## src/rtl/sdac_pkg.sv

```systemverilog
package sdac_pkg;
  localparam int DEF_FRAME_BITS = 24;
  localparam int DEF_CODE_W     = 16;
  localparam int DEF_MODE_W     = 2;
  localparam int DEF_SYNC_STG   = 2;

  typedef enum logic [1:0] {
    PD_ACTIVE = 2'd0,
    PD_LOW_Z  = 2'd1,
    PD_MID_Z  = 2'd2,
    PD_HIGH_Z = 2'd3
  } pd_mode_e;
endpackage

```

## src/rtl/sdac_sync.sv

```systemverilog
module sdac_sync #(
  parameter int          W       = 3,
  parameter int          STAGES  = 2,
  parameter logic [W-1:0] RST_VAL = '0
) (
  input  logic         clk,
  input  logic         rst_n,
  input  logic [W-1:0] async_in,
  output logic [W-1:0] sync_out
);
  logic [W-1:0] stage_q [STAGES];

  generate
    for (genvar s = 0; s < STAGES; s++) begin : g_stage
      if (s == 0) begin : g_first
        always_ff @(posedge clk or negedge rst_n) begin
          if (!rst_n) stage_q[0] <= RST_VAL;
          else        stage_q[0] <= async_in;
        end
      end else begin : g_next
        always_ff @(posedge clk or negedge rst_n) begin
          if (!rst_n) stage_q[s] <= RST_VAL;
          else        stage_q[s] <= stage_q[s-1];
        end
      end
    end
  endgenerate

  assign sync_out = stage_q[STAGES-1];
endmodule

```

## src/rtl/sdac_framer.sv

```systemverilog
module sdac_framer #(
  parameter int FRAME_BITS = 24,
  parameter int KEEP_BITS  = 18,
  localparam int CNT_W     = $clog2(FRAME_BITS + 1)
) (
  input  logic                 clk,
  input  logic                 rst_n,
  input  logic                 sel_n_s,
  input  logic                 sclk_s,
  input  logic                 sdat_s,
  output logic [KEEP_BITS-1:0] word_q,
  output logic                 done_q
);
  logic             sel_prev, sclk_prev;
  logic [CNT_W-1:0] cnt_q;
  logic             sclk_fall, sel_rise, frame_full, take_bit;

  assign sclk_fall  = sclk_prev & ~sclk_s;
  assign sel_rise   = sel_n_s & ~sel_prev;
  assign frame_full = (cnt_q == CNT_W'(FRAME_BITS));
  assign take_bit   = sclk_fall & ~sel_n_s & ~frame_full;

  always_ff @(posedge clk or negedge rst_n) begin
    if (!rst_n) begin
      sel_prev  <= 1'b1;
      sclk_prev <= 1'b1;
    end else begin
      sel_prev  <= sel_n_s;
      sclk_prev <= sclk_s;
    end
  end

  always_ff @(posedge clk or negedge rst_n) begin
    if (!rst_n) begin
      cnt_q  <= '0;
      word_q <= '0;
      done_q <= 1'b0;
    end else begin
      done_q <= 1'b0;
      if (sel_n_s) begin
        cnt_q <= '0;
      end else if (take_bit) begin
        word_q <= {word_q[KEEP_BITS-2:0], sdat_s};
        cnt_q  <= cnt_q + 1'b1;
        done_q <= (cnt_q == CNT_W'(FRAME_BITS - 1));
      end
    end
  end

  AST_CNT_BOUND: assert property (@(posedge clk) disable iff (!rst_n)
    cnt_q <= CNT_W'(FRAME_BITS));
  AST_DONE_AT_FULL: assert property (@(posedge clk) disable iff (!rst_n)
    done_q |-> frame_full);
  AST_DONE_PULSE: assert property (@(posedge clk) disable iff (!rst_n)
    done_q |=> !done_q);
  AST_RISE_CLEARS: assert property (@(posedge clk) disable iff (!rst_n)
    sel_rise |=> (cnt_q == '0));
  AST_FULL_FROZEN: assert property (@(posedge clk) disable iff (!rst_n)
    (frame_full && !sel_n_s) |=> $stable(word_q));
endmodule

```

## src/rtl/sdac_regs.sv

```systemverilog
module sdac_regs #(
  parameter int CODE_W    = 16,
  parameter int MODE_W    = 2,
  localparam int KEEP_BITS = CODE_W + MODE_W
) (
  input  logic                 clk,
  input  logic                 rst_n,
  input  logic [KEEP_BITS-1:0] word_in,
  input  logic                 commit,
  output logic [CODE_W-1:0]    core_code,
  output logic [MODE_W-1:0]    pd_mode,
  output logic                 upd_stb
);
  localparam logic [CODE_W-1:0] SIGN_MASK = {1'b1, {(CODE_W-1){1'b0}}};

  function automatic logic [CODE_W-1:0] twos_to_offset(input logic [CODE_W-1:0] d);
    return d ^ SIGN_MASK;
  endfunction

  logic [CODE_W-1:0] data_f;
  logic [MODE_W-1:0] mode_f;

  assign data_f = word_in[CODE_W-1:0];
  assign mode_f = word_in[KEEP_BITS-1:CODE_W];

  always_ff @(posedge clk or negedge rst_n) begin
    if (!rst_n) begin
      core_code <= twos_to_offset('0);
      pd_mode   <= '0;
      upd_stb   <= 1'b0;
    end else begin
      upd_stb <= commit;
      if (commit) begin
        core_code <= twos_to_offset(data_f);
        pd_mode   <= mode_f;
      end
    end
  end

  AST_STB_FOLLOWS: assert property (@(posedge clk) disable iff (!rst_n)
    commit |=> upd_stb);
  AST_HOLD_IDLE: assert property (@(posedge clk) disable iff (!rst_n)
    !upd_stb |-> ($stable(core_code) && $stable(pd_mode)));
  AST_STB_PULSE: assert property (@(posedge clk) disable iff (!rst_n)
    upd_stb |=> !upd_stb);
endmodule

```

## src/rtl/sdac_front.sv

```systemverilog
module sdac_front #(
  parameter int FRAME_BITS = sdac_pkg::DEF_FRAME_BITS,
  parameter int CODE_W     = sdac_pkg::DEF_CODE_W,
  parameter int MODE_W     = sdac_pkg::DEF_MODE_W,
  parameter int SYNC_STG   = sdac_pkg::DEF_SYNC_STG
) (
  input  logic              clk,
  input  logic              rst_n,
  input  logic              frame_n,
  input  logic              ser_clk,
  input  logic              ser_data,
  output logic [CODE_W-1:0] core_code,
  output logic [MODE_W-1:0] pd_mode,
  output logic              upd_stb
);
  localparam int KEEP_BITS = CODE_W + MODE_W;

  logic [2:0]           pins_s;
  logic [KEEP_BITS-1:0] word_w;
  logic                 done_w;

  sdac_sync #(.W(3), .STAGES(SYNC_STG), .RST_VAL(3'b110)) u_sync (
    .clk      (clk),
    .rst_n    (rst_n),
    .async_in ({frame_n, ser_clk, ser_data}),
    .sync_out (pins_s)
  );

  sdac_framer #(.FRAME_BITS(FRAME_BITS), .KEEP_BITS(KEEP_BITS)) u_framer (
    .clk     (clk),
    .rst_n   (rst_n),
    .sel_n_s (pins_s[2]),
    .sclk_s  (pins_s[1]),
    .sdat_s  (pins_s[0]),
    .word_q  (word_w),
    .done_q  (done_w)
  );

  sdac_regs #(.CODE_W(CODE_W), .MODE_W(MODE_W)) u_regs (
    .clk       (clk),
    .rst_n     (rst_n),
    .word_in   (word_w),
    .commit    (done_w),
    .core_code (core_code),
    .pd_mode   (pd_mode),
    .upd_stb   (upd_stb)
  );

  AST_RESET_MID: assert property (@(posedge clk)
    !rst_n |=> (core_code == {1'b1, {(CODE_W-1){1'b0}}} || rst_n));
endmodule

```

## config.mk

```make
export PLATFORM = sky130hd
export DESIGN_NAME = sdac_front
export DESIGN_NICKNAME = d
export VERILOG_FILES = /design/src/rtl/sdac_pkg.sv /design/src/rtl/sdac_sync.sv /design/src/rtl/sdac_framer.sv /design/src/rtl/sdac_regs.sv /design/src/rtl/sdac_front.sv
export SDC_FILE = /design/constraint.sdc
export NUM_CORES = 1
export LEC_CHECK = 0
export BUFFER_PORTS_ARGS = -buffer_cell sky130_fd_sc_hd__buf_2
export CAP_MARGIN = 20
export CORE_UTILIZATION = 40
export DETAILED_ROUTE_END_ITERATION = 16
export GPL_TIMING_DRIVEN = 0
export PLACE_DENSITY = 0.71
export SLEW_MARGIN = 40
export SYNTH_ARGS = -nofsm -noshare
export SYNTH_HDL_FRONTEND = slang
export SYNTH_SLANG_ARGS = --single-unit
```

## constraint.sdc

```tcl
create_clock -name clk -period 1.8 [get_ports clk]
set_clock_uncertainty 0.2 [all_clocks]
set_input_delay 0.09 -clock clk [delete_from_list [all_inputs] [get_ports clk]]
set_output_delay 0.09 -clock clk [all_outputs]
set_load 0.01 [all_outputs]
```

==> run_summary.xml <==
<?xml version="1.0" encoding="UTF-8"?>
<metrics>
  <group name="outcome">
    <metric name="status" unit="">finished with violations</metric>
    <metric name="violated_checks" unit="">design-rule violations</metric>
  </group>
  <group name="clock_network">
    <metric name="clock_sinks" unit="">50</metric>
    <metric name="clock_insertion_delay_worst_skew" unit="ns">0.30</metric>
    <metric name="tritoncts" unit="">done</metric>
    <metric name="cts_inserted_buffers" unit="">5</metric>
    <metric name="cts_buffer_depth" unit="">2</metric>
    <metric name="clk_transition_reported_paths" unit="ns">0.09</metric>
    <metric name="cts-root-buf" unit="">clkbuf_8</metric>
    <metric name="htree_num_levels" unit="">2</metric>
  </group>
  <group name="final_layout">
    <metric name="ff_latch_area" unit="sq um">1259</metric>
    <metric name="area_growth_syn_to_layout" unit="%">20.12</metric>
    <metric name="n_antenna_cell" unit="">0</metric>
    <metric name="share_of_final_layout_standard_cells_stronger_than_drive_strength_1" unit="%">55.41</metric>
    <metric name="design.final.nets" unit="">163</metric>
    <metric name="utilization_of_the_core_after_routing" unit="%">49.67</metric>
    <metric name="stdcell_count" unit="">224</metric>
    <metric name="fillCellCount" unit="">416</metric>
    <metric name="multi_input_area" unit="sq um">651.9</metric>
  </group>
  <group name="floorplanning">
    <metric name="chipWidth" unit="um">71.88</metric>
    <metric name="boundaryPins" unit="">24</metric>
    <metric name="initial_core_util" unit="%">41.35</metric>
    <metric name="floorplan.die_area" unit="sq um">5166</metric>
    <metric name="floorplan.core_area" unit="sq um">4723</metric>
    <metric name="die_height" unit="um">71.88</metric>
    <metric name="total_number_of_placement_rows" unit="">25</metric>
  </group>
  <group name="route">
    <metric name="final_antenna_net_count" unit="">0</metric>
    <metric name="drc_errors" unit="">2</metric>
    <metric name="detail_route.first_pass.iterations" unit="">10</metric>
    <metric name="vias" unit="">1044</metric>
    <metric name="wl_per_cell" unit="um">13.89</metric>
    <metric name="via_per_inst" unit="">4.661</metric>
    <metric name="wirelength" unit="um">3111</metric>
    <metric name="detail_route.iter0.violations" unit="">54</metric>
  </group>
  <group name="logic_synthesis">
    <metric name="synth_top_area_share" unit="%">56.37</metric>
    <metric name="yosysWarnings" unit="">0</metric>
    <metric name="postSynth.asyncResetShare" unit="%">100.0</metric>
    <metric name="netlist_instances" unit="">119</metric>
    <metric name="synth_largest_area_cell" unit="">dfrtp_1</metric>
    <metric name="seq_total_area_yosys" unit="%">64.45</metric>
    <metric name="synth_area" unit="sq um">1953</metric>
    <metric name="syn_avg_cell_area" unit="sq um">16.41</metric>
    <metric name="ys_top_cells_by_area" unit="">dfrtp_1 56%, mux2_2 15%, dfstp_2 8.1%, mux2_4 7.7%, ha_1 1.3%</metric>
    <metric name="syn-num-nets" unit="">126</metric>
    <metric name="synth-seq-cells" unit="">50</metric>
    <metric name="synth_enable_flop_cells" unit="">0</metric>
    <metric name="yosys_most_used_dff" unit="">dfrtp_1</metric>
    <metric name="synth_top_cells_by_count" unit="">44 x dfrtp_1, 26 x mux2_2, 10 x mux2_4, 6 x dfstp_2</metric>
    <metric name="yosysMostFrequentCell" unit="">dfrtp_1</metric>
    <metric name="yosysUniqueCellTypes" unit="">25</metric>
  </group>
  <group name="flow_run">
    <metric name="drv.max_cap_violation_count" unit="">0</metric>
  </group>
  <group name="pwr">
    <metric name="clockPowerShare" unit="%">32.3</metric>
    <metric name="switching_share" unit="%">22.27</metric>
    <metric name="power.switching" unit="W">0.0004846</metric>
    <metric name="comb_power_share" unit="%">8.6</metric>
    <metric name="power.density_cell_area" unit="nW/um^2">927.3</metric>
    <metric name="worst_ir_drop_vdd" unit="mV">0.4493</metric>
    <metric name="p_int" unit="W">0.001691</metric>
    <metric name="p_leak" unit="nW">1.215</metric>
    <metric name="pwr-share-seq" unit="%">59.2</metric>
  </group>
  <group name="timing">
    <metric name="setup_slack" unit="ns">0.08000</metric>
    <metric name="tightestPinTransition" unit="ns">0.6079</metric>
    <metric name="max-slew-margin-rel" unit="%">59.48</metric>
    <metric name="post-route-period-util" unit="%">95.56</metric>
    <metric name="grt_setup_unrepaired" unit="">no</metric>
    <metric name="final-max-slew-violation-count" unit="">0</metric>
    <metric name="final-hold-violation-count" unit="">0</metric>
    <metric name="fmax" unit="GHz">0.5814</metric>
    <metric name="timing.final.crit_period" unit="ns">1.720</metric>
    <metric name="finalSetupViolCount" unit="">0</metric>
  </group>
  <group name="place">
    <metric name="gpl.final_weighted_congestion" unit="">0.6961</metric>
    <metric name="setup_slack_after_placement" unit="ns">-0.07249</metric>
    <metric name="place_hpwl" unit="um">2047</metric>
    <metric name="port_buffers" unit="">23</metric>
    <metric name="placed_cells_incl_taps" unit="">209</metric>
  </group>
  <group name="critical_path">
    <metric name="cp_data_required_time" unit="ns">1.78</metric>
    <metric name="startpoint_type" unit="">register</metric>
    <metric name="critPathArrivalTime" unit="ns">1.70</metric>
    <metric name="regToRegEndpoint" unit="">u_framer.word_q[10]</metric>
    <metric name="rr_worst_depth" unit="">6</metric>
    <metric name="critPathMaxFanout" unit="">8</metric>
    <metric name="setup.worst_path.end_class" unit="">register</metric>
    <metric name="ff2ff_setup_slack" unit="ns">0.08</metric>
    <metric name="critical_setup_path_kind" unit="">register to register</metric>
    <metric name="crit-reg2reg-launch" unit="">u_framer.cnt_q[1]</metric>
  </group>
  <group name="global_routing">
    <metric name="via_count_of_the_first_global_routing_pass" unit="">1094</metric>
    <metric name="grt_first_pass_wirelength" unit="um">5223</metric>
    <metric name="overall_track_demand_over_capacity_in_global_routing" unit="%">13.83</metric>
    <metric name="overflow" unit="">0</metric>
    <metric name="grt_antenna_before_repair" unit="">0</metric>
    <metric name="largest_net_degree_at_the_start_of_global_routing" unit="">51</metric>
  </group>
  <group name="min_path">
    <metric name="holdCritPathClass" unit="">input pin to asynchronous set/reset pin</metric>
  </group>
</metrics>
metal layers:
metal	track usage, %	up-vias	wire length, um
met4	7.190	0	65
met3	4.641	6	136
met1	16.29	527	1323
li1	-	488	-
met2	22.54	23	1586
met5	0	-	0
per-stage QoR:
step | setup TNS, ns | area, sq um | hold WS, ns | power (W)
6_report | 0 | 2346 | 0.1456 | 0.002175
5_1_grt | 0 | 2346 | 0.1676 | 0.002288
4_1_cts | 0 | 2327 | 0.1500 | 0.002209
3_5_place_dp | -0.6644 | 2155 | -0.05336 | 0.001482
3_3_place_gp | -0.2139 | 2152 | -0.003644 | 0.001463
2_1_floorplan | 0 | 1953 | -0.4056 | 0.001414
worst max path at each step:
| stage | to | slack, ns | depth (start not counted) | from |
|---|---|---|---|---|
| 6_report | u_framer.word_q[10] | 0.08 | 6 | u_framer.cnt_q[1] |
| 5_1_grt | u_framer.word_q[10] | 0.02 | 6 | u_framer.cnt_q[1] |
| 4_1_cts | u_framer.word_q[2] | 0.003 | 6 | u_framer.cnt_q[1] |
| 3_5_place_dp | u_framer.word_q[2] | -0.07 | 6 | u_framer.cnt_q[0] |
| 3_3_place_gp | u_framer.word_q[14] | -0.02 | 6 | u_framer.cnt_q[0] |
| 2_1_floorplan | u_framer.word_q[0] | 0.07 | 6 | u_framer.cnt_q[0] |
sequential cells by signal (all words and copies together), names as in the netlist:
register,cells
u_framer.cnt_q,5
u_framer.done_q,1
u_framer.sclk_prev,1
u_framer.word_q,18
u_regs.core_code,16
u_regs.pd_mode,2
u_regs.upd_stb,1
u_sync.stage_q,3
u_sync.sync_out,3
worst max-delay path: stages (launching register included):
cell and delay [ns]:
dfrtp_1 0.41, inv_2 0.07, ha_2 0.18, nand4b_4 0.14
nand3b_4 0.14, buf_12 0.13, mux2_2 0.33
cell type report:
type / instances / area share, %
clock inverters: 1 / 0.3733
flip-flops and latches: 50 / 53.65
clock buffers: 7 / 4.107
repair buffers: 30 / 8.213
plain buffers: 5 / 1.813
well taps: 67 / 3.573
multi-input cells: 61 / 27.79
inverters: 3 / 0.4800
placed cells by master, fill, tap and decap left out:
master         synthesis  final
buf_2                  3     25
nand4b_4               1      1
dfstp_2                6      6
ha_2                   0      1
dfrtp_1               44     44
o21ai_0                1      1
nand4b_1               2      2
clkbuf_8               0      7
ha_1                   2      1
nand4_1                2      2
nor2b_1                2      2
buf_4                  1      4
mux2_4                10     10
inv_2                  0      1
inv_1                  3      2
nand3_1                2      2
and2_1                 1      1
or2_2                  1      1
a21bo_2                1      1
a21oi_1                1      1
clkinv_4               0      1
o31ai_1                1      1
dlygate4sd3_1          0      4
nand2b_1               2      2
buf_12                 0      2
nor3_1                 1      1
nand3b_4               1      1
mux2i_1                2      2
nor2_1                 2      2
mux2_2                26     26
cell families after synthesis:
family | share of synthesized area, %
AND/OR/NAND/NOR | 6.855
AO/OA/AOI/OAI | 1.409
multiplexers | 23.70
flip-flops | 64.45
adder cells (fa/ha/maj) | 1.281
buffers and inverters | 2.306
what timing repair did:
action                                  4_1_cts  5_1_grt
buffers inserted                              2        1
endpoints found under the setup margin       10       18
endpoints found under the hold margin        53        0
pin swaps                                     1        1
hold buffers                                  4        0
gates resized for setup                       0        4
power by group through the flow:
stage	clock network, W	logic (W)	registers [W]
2_1_floorplan	0	0.000131	0.00128
3_3_place_gp	0	0.000162	0.00130
3_5_place_dp	0	0.000173	0.00131
4_1_cts	0.000734	0.000188	0.00129
5_1_grt	0.000781	0.000206	0.00130
6_report	0.000702	0.000186	0.00129
Power figures use the tool's default switching activity.
